**src/rtl/twdt_pkg.sv**
```systemverilog
package twdt_pkg;

    localparam int ADDR_W = 12;
    localparam int DATA_W = 32;

    typedef enum logic [1:0] {
        CNT_RUN  = 2'd0,
        CNT_WRAP = 2'd1,
        CNT_HALT = 2'd2
    } cnt_state_t;

    typedef enum logic {
        LK_OPEN = 1'b0,
        LK_SHUT = 1'b1
    } lock_state_t;

    localparam logic [ADDR_W-1:0] OFS_RELOAD = 12'h000;
    localparam logic [ADDR_W-1:0] OFS_COUNT  = 12'h004;
    localparam logic [ADDR_W-1:0] OFS_CTRL   = 12'h008;
    localparam logic [ADDR_W-1:0] OFS_ICLR   = 12'h00C;
    localparam logic [ADDR_W-1:0] OFS_RAW    = 12'h010;
    localparam logic [ADDR_W-1:0] OFS_MASKED = 12'h014;
    localparam logic [ADDR_W-1:0] OFS_LOCK   = 12'hC00;
    localparam logic [ADDR_W-1:0] OFS_TCTL   = 12'hF00;
    localparam logic [ADDR_W-1:0] OFS_TOUT   = 12'hF04;

    localparam logic [DATA_W-1:0] UNLOCK_KEY = 32'h1ACC_E551;

endpackage

```
**src/rtl/twdt_counter.sv**
```systemverilog
module twdt_counter
    import twdt_pkg::*;
#(
    parameter int CNT_W = 32
) (
    input  logic             clk,
    input  logic             rst_n,
    input  logic             tick,
    input  logic             load_wr,
    input  logic             clr_wr,
    input  logic [CNT_W-1:0] wdata,
    output logic [CNT_W-1:0] cnt_q,
    output logic [CNT_W-1:0] reload_q,
    output logic             raw_q,
    output logic             rstflag_q
);

    localparam logic [CNT_W-1:0] CNT_ONE  = {{(CNT_W-1){1'b0}}, 1'b1};
    localparam logic [CNT_W-1:0] CNT_ZERO = '0;
    localparam logic [CNT_W-1:0] CNT_MAX  = '1;

    cnt_state_t st_q, st_d;
    logic       exp_first, exp_second;

    // next state and expiry events; bus writes take priority over a tick
    always_comb begin
        st_d       = st_q;
        exp_first  = 1'b0;
        exp_second = 1'b0;
        unique case (st_q)
            CNT_RUN: begin
                if (tick && cnt_q == CNT_ONE) begin
                    if (raw_q) begin
                        exp_second = 1'b1;
                        st_d       = CNT_HALT;
                    end else begin
                        exp_first  = 1'b1;
                        st_d       = CNT_WRAP;
                    end
                end
            end
            CNT_WRAP: begin
                if (tick) st_d = CNT_RUN;
            end
            CNT_HALT: begin
                st_d = CNT_HALT;
            end
            default: st_d = CNT_RUN;
        endcase
        if (clr_wr) begin
            exp_first  = 1'b0;
            exp_second = 1'b0;
            if (st_q != CNT_HALT) st_d = CNT_RUN;
        end
        if (load_wr) begin
            exp_first  = 1'b0;
            exp_second = 1'b0;
            st_d       = CNT_RUN;
        end
    end

    // state register
    always_ff @(posedge clk or negedge rst_n) begin
        if (!rst_n) st_q <= CNT_RUN;
        else        st_q <= st_d;
    end

    // datapath and flags
    always_ff @(posedge clk or negedge rst_n) begin
        if (!rst_n) begin
            cnt_q     <= CNT_MAX;
            reload_q  <= CNT_MAX;
            raw_q     <= 1'b0;
            rstflag_q <= 1'b0;
        end else begin
            if (load_wr) begin
                reload_q <= wdata;
                cnt_q    <= wdata;
            end else if (clr_wr) begin
                raw_q <= 1'b0;
                cnt_q <= reload_q;
            end else begin
                unique case (st_q)
                    CNT_RUN: begin
                        if (tick) begin
                            if (cnt_q == CNT_ZERO) cnt_q <= reload_q;
                            else                   cnt_q <= cnt_q - CNT_ONE;
                        end
                    end
                    CNT_WRAP: begin
                        if (tick) cnt_q <= reload_q;
                    end
                    CNT_HALT: begin
                        cnt_q <= cnt_q;
                    end
                    default: cnt_q <= cnt_q;
                endcase
            end
            if (exp_first)  raw_q     <= 1'b1;
            if (exp_second) rstflag_q <= 1'b1;
        end
    end

    // first expiry raises the raw flag
    a_r4_first_expiry: assert property (@(posedge clk) disable iff (!rst_n)
        (st_q == CNT_RUN && tick && cnt_q == CNT_ONE && !raw_q && !load_wr && !clr_wr)
        |=> (raw_q && cnt_q == CNT_ZERO));

    // second expiry halts and latches the reset flag
    a_r5_second_expiry: assert property (@(posedge clk) disable iff (!rst_n)
        (st_q == CNT_RUN && tick && cnt_q == CNT_ONE && raw_q && !load_wr && !clr_wr)
        |=> (st_q == CNT_HALT && rstflag_q));

    // halted count is frozen
    a_r5_halt_frozen: assert property (@(posedge clk) disable iff (!rst_n)
        (st_q == CNT_HALT && !load_wr && !clr_wr) |=> $stable(cnt_q));

    // reset flag is sticky
    a_r5_rst_sticky: assert property (@(posedge clk) disable iff (!rst_n)
        rstflag_q |=> rstflag_q);

    // load restarts from written value
    a_r3_load_restart: assert property (@(posedge clk) disable iff (!rst_n)
        load_wr |=> (cnt_q == $past(wdata) && st_q == CNT_RUN));

    // clear drops the raw flag
    a_r6_clear: assert property (@(posedge clk) disable iff (!rst_n)
        (clr_wr && !load_wr) |=> !raw_q);

endmodule

```
**src/rtl/twdt_regs.sv**
```systemverilog
module twdt_regs
    import twdt_pkg::*;
#(
    parameter bit STICKY_CTRL = 1'b0
) (
    input  logic              clk,
    input  logic              rst_n,
    input  logic              psel,
    input  logic              penable,
    input  logic              pwrite,
    input  logic [ADDR_W-1:0] paddr,
    input  logic [DATA_W-1:0] pwdata,
    input  logic [DATA_W-1:0] cnt_val,
    input  logic [DATA_W-1:0] reload_val,
    input  logic              raw_flag,
    output logic [DATA_W-1:0] prdata,
    output logic              load_wr,
    output logic              clr_wr,
    output logic [1:0]        ctrl_q,
    output logic              tmode_q,
    output logic [1:0]        tout_q
);

    lock_state_t lk_q, lk_d;
    logic        wr_acc, wr_ok, ctrl_frozen;

    assign wr_acc      = psel && penable && pwrite;
    assign wr_ok       = wr_acc && (lk_q == LK_OPEN || paddr == OFS_LOCK);
    assign load_wr     = wr_ok && paddr == OFS_RELOAD;
    assign clr_wr      = wr_ok && paddr == OFS_ICLR;
    assign ctrl_frozen = STICKY_CTRL && ctrl_q[0];

    // lock machine
    always_comb begin
        lk_d = lk_q;
        if (wr_acc && paddr == OFS_LOCK) begin
            unique case (lk_q)
                LK_OPEN: if (pwdata != UNLOCK_KEY) lk_d = LK_SHUT;
                LK_SHUT: if (pwdata == UNLOCK_KEY) lk_d = LK_OPEN;
                default: lk_d = LK_SHUT;
            endcase
        end
    end

    always_ff @(posedge clk or negedge rst_n) begin
        if (!rst_n) lk_q <= LK_OPEN;
        else        lk_q <= lk_d;
    end

    always_ff @(posedge clk or negedge rst_n) begin
        if (!rst_n)                                          ctrl_q <= 2'b00;
        else if (wr_ok && paddr == OFS_CTRL && !ctrl_frozen) ctrl_q <= pwdata[1:0];
    end

    generate
        if (STICKY_CTRL) begin : g_no_test
            assign tmode_q = 1'b0;
            assign tout_q  = 2'b00;
        end else begin : g_test
            logic       tm_r;
            logic [1:0] to_r;
            always_ff @(posedge clk or negedge rst_n) begin
                if (!rst_n) begin
                    tm_r <= 1'b0;
                    to_r <= 2'b00;
                end else begin
                    if (wr_ok && paddr == OFS_TCTL) tm_r <= pwdata[0];
                    if (wr_ok && paddr == OFS_TOUT) to_r <= pwdata[1:0];
                end
            end
            assign tmode_q = tm_r;
            assign tout_q  = to_r;
        end
    endgenerate

    // read mux
    always_comb begin
        prdata = '0;
        if (psel) begin
            unique case (paddr)
                OFS_RELOAD: prdata = reload_val;
                OFS_COUNT:  prdata = cnt_val;
                OFS_CTRL:   prdata = {{(DATA_W-2){1'b0}}, ctrl_q};
                OFS_RAW:    prdata = {{(DATA_W-1){1'b0}}, raw_flag};
                OFS_MASKED: prdata = {{(DATA_W-1){1'b0}}, raw_flag & ctrl_q[0]};
                OFS_LOCK:   prdata = {{(DATA_W-1){1'b0}}, (lk_q == LK_SHUT)};
                OFS_TCTL:   prdata = {{(DATA_W-1){1'b0}}, tmode_q};
                default:    prdata = '0;
            endcase
        end
    end

    // locked writes to control do nothing
    a_r8_locked_ctrl: assert property (@(posedge clk) disable iff (!rst_n)
        (lk_q == LK_SHUT && wr_acc && paddr == OFS_CTRL) |=> $stable(ctrl_q));

    // key unlocks
    a_r8_key_opens: assert property (@(posedge clk) disable iff (!rst_n)
        (wr_acc && paddr == OFS_LOCK && pwdata == UNLOCK_KEY) |=> (lk_q == LK_OPEN));

    // a locked block issues no counter commands
    a_r8_no_cmd_locked: assert property (@(posedge clk) disable iff (!rst_n)
        (lk_q == LK_SHUT) |-> !(load_wr || clr_wr));

    generate
        if (STICKY_CTRL) begin : g_sticky_chk
            // interrupt enable cannot be cleared once set
            a_r10_sticky_en: assert property (@(posedge clk) disable iff (!rst_n)
                ctrl_q[0] |=> ctrl_q[0]);
        end
    endgenerate

endmodule

```
**src/rtl/twdt_outsel.sv**
```systemverilog
module twdt_outsel (
    input  logic       raw_flag,
    input  logic       rst_flag,
    input  logic [1:0] ctrl,
    input  logic       tmode,
    input  logic [1:0] tout,
    output logic       irq,
    output logic       rst
);

    always_comb begin
        if (tmode) begin
            rst = tout[0];
            irq = tout[1];
        end else begin
            irq = raw_flag & ctrl[0];
            rst = rst_flag & ctrl[1];
        end
    end

endmodule

```
**src/rtl/twdt_top.sv**
```systemverilog
module twdt_top
    import twdt_pkg::*;
#(
    parameter bit STICKY_CTRL = 1'b0
) (
    input  logic              pclk,
    input  logic              presetn,
    input  logic              psel,
    input  logic              penable,
    input  logic              pwrite,
    input  logic [ADDR_W-1:0] paddr,
    input  logic [DATA_W-1:0] pwdata,
    output logic [DATA_W-1:0] prdata,
    output logic              pready,
    output logic              pslverr,
    input  logic              tick_en,
    output logic              wdog_irq,
    output logic              wdog_rst
);

    logic [DATA_W-1:0] cnt_val, reload_val;
    logic              raw_flag, rst_flag, load_wr, clr_wr, tmode;
    logic [1:0]        ctrl, tout;

    assign pready  = 1'b1;
    assign pslverr = 1'b0;

    twdt_regs #(.STICKY_CTRL(STICKY_CTRL)) u_regs (
        .clk        (pclk),
        .rst_n      (presetn),
        .psel       (psel),
        .penable    (penable),
        .pwrite     (pwrite),
        .paddr      (paddr),
        .pwdata     (pwdata),
        .cnt_val    (cnt_val),
        .reload_val (reload_val),
        .raw_flag   (raw_flag),
        .prdata     (prdata),
        .load_wr    (load_wr),
        .clr_wr     (clr_wr),
        .ctrl_q     (ctrl),
        .tmode_q    (tmode),
        .tout_q     (tout)
    );

    twdt_counter #(.CNT_W(DATA_W)) u_cnt (
        .clk       (pclk),
        .rst_n     (presetn),
        .tick      (tick_en),
        .load_wr   (load_wr),
        .clr_wr    (clr_wr),
        .wdata     (pwdata),
        .cnt_q     (cnt_val),
        .reload_q  (reload_val),
        .raw_q     (raw_flag),
        .rstflag_q (rst_flag)
    );

    twdt_outsel u_out (
        .raw_flag (raw_flag),
        .rst_flag (rst_flag),
        .ctrl     (ctrl),
        .tmode    (tmode),
        .tout     (tout),
        .irq      (wdog_irq),
        .rst      (wdog_rst)
    );

    // with test mode off and reset disabled, no reset request leaves the block
    a_r9_rst_gated: assert property (@(posedge pclk) disable iff (!presetn)
        (!tmode && !ctrl[1]) |-> !wdog_rst);

endmodule

```
**config.mk**
```make
export PLATFORM = sky130hd
export DESIGN_NAME = twdt_top
export DESIGN_NICKNAME = d
export VERILOG_FILES = /design/src/rtl/twdt_pkg.sv /design/src/rtl/twdt_counter.sv /design/src/rtl/twdt_regs.sv /design/src/rtl/twdt_outsel.sv /design/src/rtl/twdt_top.sv
export SDC_FILE = /design/constraint.sdc
export NUM_CORES = 1
export LEC_CHECK = 0
export BUFFER_PORTS_ARGS = -buffer_cell sky130_fd_sc_hd__buf_2
export CAP_MARGIN = 30
export CORE_MARGIN = 8
export CORE_UTILIZATION = 40
export DETAILED_ROUTE_END_ITERATION = 10
export GPL_ROUTABILITY_DRIVEN = 1
export GPL_TIMING_DRIVEN = 0
export PLACE_DENSITY = 0.66
export SLEW_MARGIN = 20
export SYNTH_ARGS = -nofsm -noshare
export SYNTH_HDL_FRONTEND = slang
export SYNTH_SLANG_ARGS = --single-unit
```
**constraint.sdc**
```tcl
create_clock -name pclk -period 4.1 [get_ports pclk]
set_input_delay 1.025 -clock pclk [delete_from_list [all_inputs] [get_ports pclk]]
set_output_delay 1.025 -clock pclk [all_outputs]
set_load 0.02 [all_outputs]
```
==> summary.txt <==
Outcome = complete, no violations
Final Non-Filler Cells = 819
Combinational power share = 14.7%
Max Clock Skew = 9.49 ps
Post-Synth Adder-Cell Area = 0.517%
PD cells = 315 nW/um2
DRT antenna net count = 0
Dpl cells = 804
Crit path DAT = 2990 ps
Final worst path period share = 97.9%
GPL Wtd Cong = 0.947
Die Wd = 126 um
Fmax achieved = 249 MHz
Chip height = 126 um
Clk sink count = 74
Die area = 15900 um2
Share of layout cells above drive strength 1 = 33.0%
Register area share after synthesis = 39.9%
Total CTS buffers = 9
Maximum capacitance violations = 0
# DRC = 0
Min Tclk post-route = 4010 ps
Startpoint types = input port
Syn Std Cell Area = 4840 um2
Fraction of registers with async set/reset = 100%
Predominant post-synthesis flop cell = dfstp_2
FF-to-FF path depth = 8
Worst-path maximum fanout = 10
CTS HTree Levels = 3
Worst R2R Start = u_cnt.cnt_q[4]
Post-Synth Simple-Gate Area = 29.0%
CORE AREA = 11900 um2
Hold path endpoint = u_cnt.reload_q[2]
Share of the synthesized area in the top cell type = 34.8%
1st-iter DRT viols = 636
WL final = 17.6 mm
Grt ovf = 0
Hold Slack = 460 ps
Main combinational cell family by area after synthesis = simple AND/OR/NAND/NOR gates
Mapped Cells = 571
Post-synthesis mux area share = 4.50%
Post-synthesis compound-gate area fraction = 21.0%
Routed len/inst = 21.5 um
Clk pin slew, worst setup/hold paths = 60 ps
Syn nets = 623
Crit. End Element = output pin
Final #Nets = 720
CTS tree = done
Clock buffer depth = 2
Lkg Pwr = 0.00232 uW
Total track usage = 21.8%
N_diodes = 0
Setup Viol. Count Final = 0
Design Area, Final = 5870 um2
Largest net degree at the start of global routing = 41
Dpl cell area = 5480 um2
Via Count = 5242
Vias in the first global route = 5119
Hold_buf cts = 0
DRT Pass-1 Iters = 8
Initial Util = 40.6%
Flop pwr share = 45.1%
Post-Synth XOR/XNOR Area = 0.905%
Synth area leader = dfstp_2
Hold crit path type = flop to flop
EDFF count, synth = 0
Final Util = 49.3%
Met2 usage = 34.2%
Max Slew Vio Count = 0
Area contributors post-synth = dfstp_2, nand2_1, dfrtp_1, a22oi_1, nor2_1
Slew HR = 43.5%
I/O Buffers = 83
Hpwl dp = 12.7 mm
Vias per Instance = 6.40
Int Power = 1340 uW
R2R Setup Slk = 860 ps
Standard-cell rows = 40
Sum Neg Setup Slack = 0 ps
First-pass GRT wire length = 27.7 mm
Synthesized area per cell = 8.47 um2
Met3 Use GR = 5.82%
Maximum vdd drop = 0.178 mV
Grt met1 use = 28.3%
CP Class = input port to output pin
Area grow syn2layout = 21.3%
Insertion delay to the later sink of the worst-skew pair = 340 ps
Clock Power Share = 40.1%
Final Hold Fails = 0
Worst slew pin tran = 841 ps
YS warnings = 0
Worst R2R End = u_cnt.cnt_q[21]
Most used routing layer = met2
Flops & latches, synth = 74
P_sw = 508 uW
Root Driver = clkbuf_16
Distinct cells, synth = 65
Hold depth = 2
Hold Crit Start = u_cnt.reload_q[2]
Top-level port count = 86
Critical Path RT = 3070 ps
Switching share of power = 27.4%
Initial antenna violation count = 0
[layer usage]
layer	share of wire, %	routed length (um)
met5	0	0
met4	3.2	563
met3	10	1830
met2	46	8100
met1	41	7160
[layout make-up]
type | instances | area, um2
Clock buffer | 15 | 268
Fill cell | 1139 | 6040
Buffer | 35 | 174
Multi-Input combinational cell | 455 | 2830
Inverter | 6 | 22.5
Sequential cell | 74 | 1930
Timing Repair Buffer | 87 | 458
Tap cell | 147 | 184
[worst max-delay path, cell delays in order]
cell      delay [ps]
buf_2            160
or4_4            600
nor2_4           200
o31a_1           200
o31ai_4          140
clkbuf_2         260
nor2_1           200
buf_2            190
[cell usage after synthesis (all sizes together) (4+ instances only)]
master,instances
nand2,89
nor2,65
dfstp,64
o21ai,41
a22oi,33
clkbuf,26
nor3,26
a21oi,24
nor4,22
a31oi,15
mux2,14
nand4,13
nand3,11
buf,10
dfrtp,10
or4,10
or3,7
inv,6
mux2i,6
nor4bb,6
o31ai,6
a22o,5
o2bb2ai,5
and3,4
o22ai,4
[logic make-up after synthesis]
group | count (synthesis)
flip-flops | 74
multiplexers | 20
other | 2
buffers and inverters | 42
AND/OR/NAND/NOR | 272
AO/OA/AOI/OAI | 154
adder cells (fa/ha/maj) | 2
XOR/XNOR | 5
[cell usage in the layout (no fill, tap or decap), types with 14 or more instances in the layout]
cell	instances
o21ai_0	31
a31oi_1	15
mux2_2	14
nand2_1	86
dfstp_2	64
clkbuf_1	20
nor3_1	24
a22oi_1	33
nor2_1	62
buf_2	87
a21oi_1	23
[timing repair]
| item | 4_1_cts | 5_1_grt |
|---|---|---|
| pin swaps | 0 | 1 |
| setup endpoints to repair | 32 | 31 |
| buffers inserted | 0 | 1 |
| gates resized for setup | 16 | 12 |
| gates cloned | 0 | 0 |
[registers in the layout (all words and copies together), names as in the netlist]
| signal | flops |
|---|---|
| u_cnt.cnt_q | 32 |
| u_cnt.raw_q | 1 |
| u_cnt.reload_q | 32 |
| u_cnt.rstflag_q | 1 |
| u_cnt.st_q | 2 |
| u_regs.ctrl_q | 2 |
| u_regs.lk_q | 1 |
| u_regs.tmode_q | 1 |
| u_regs.tout_q | 2 |
[through the flow]
| stage | worst slack, ps | power (uW) |
|---|---|---|
| 2_1_floorplan | 296 | 996 |
| 3_3_place_gp | -487 | 1090 |
| 3_5_place_dp | -489 | 1100 |
| 4_1_cts | 9.19 | 1840 |
| 5_1_grt | -7.79 | 1920 |
| 6_report | 85.0 | 1850 |
[worst max-delay path by stage]
stage / startpoint / end / depth (start not counted)
floorplan: paddr[5] / prdata[10] / 6
global placement: paddr[5] / prdata[15] / 8
detailed placement: paddr[5] / prdata[15] / 8
CTS: paddr[1] / prdata[15] / 8
global route: paddr[9] / prdata[15] / 8
finish: paddr[9] / prdata[15] / 8
[power groups by stage]
stage / sequential, uW / clock (uW) / combinational, uW
CTS: 833 / 747 / 261
global placement: 840 / 0 / 248
floorplan: 830 / 0 / 165
detailed placement: 843 / 0 / 257
global route: 838 / 777 / 302
finish: 835 / 743 / 273
Power figures use the tool's default switching activity.
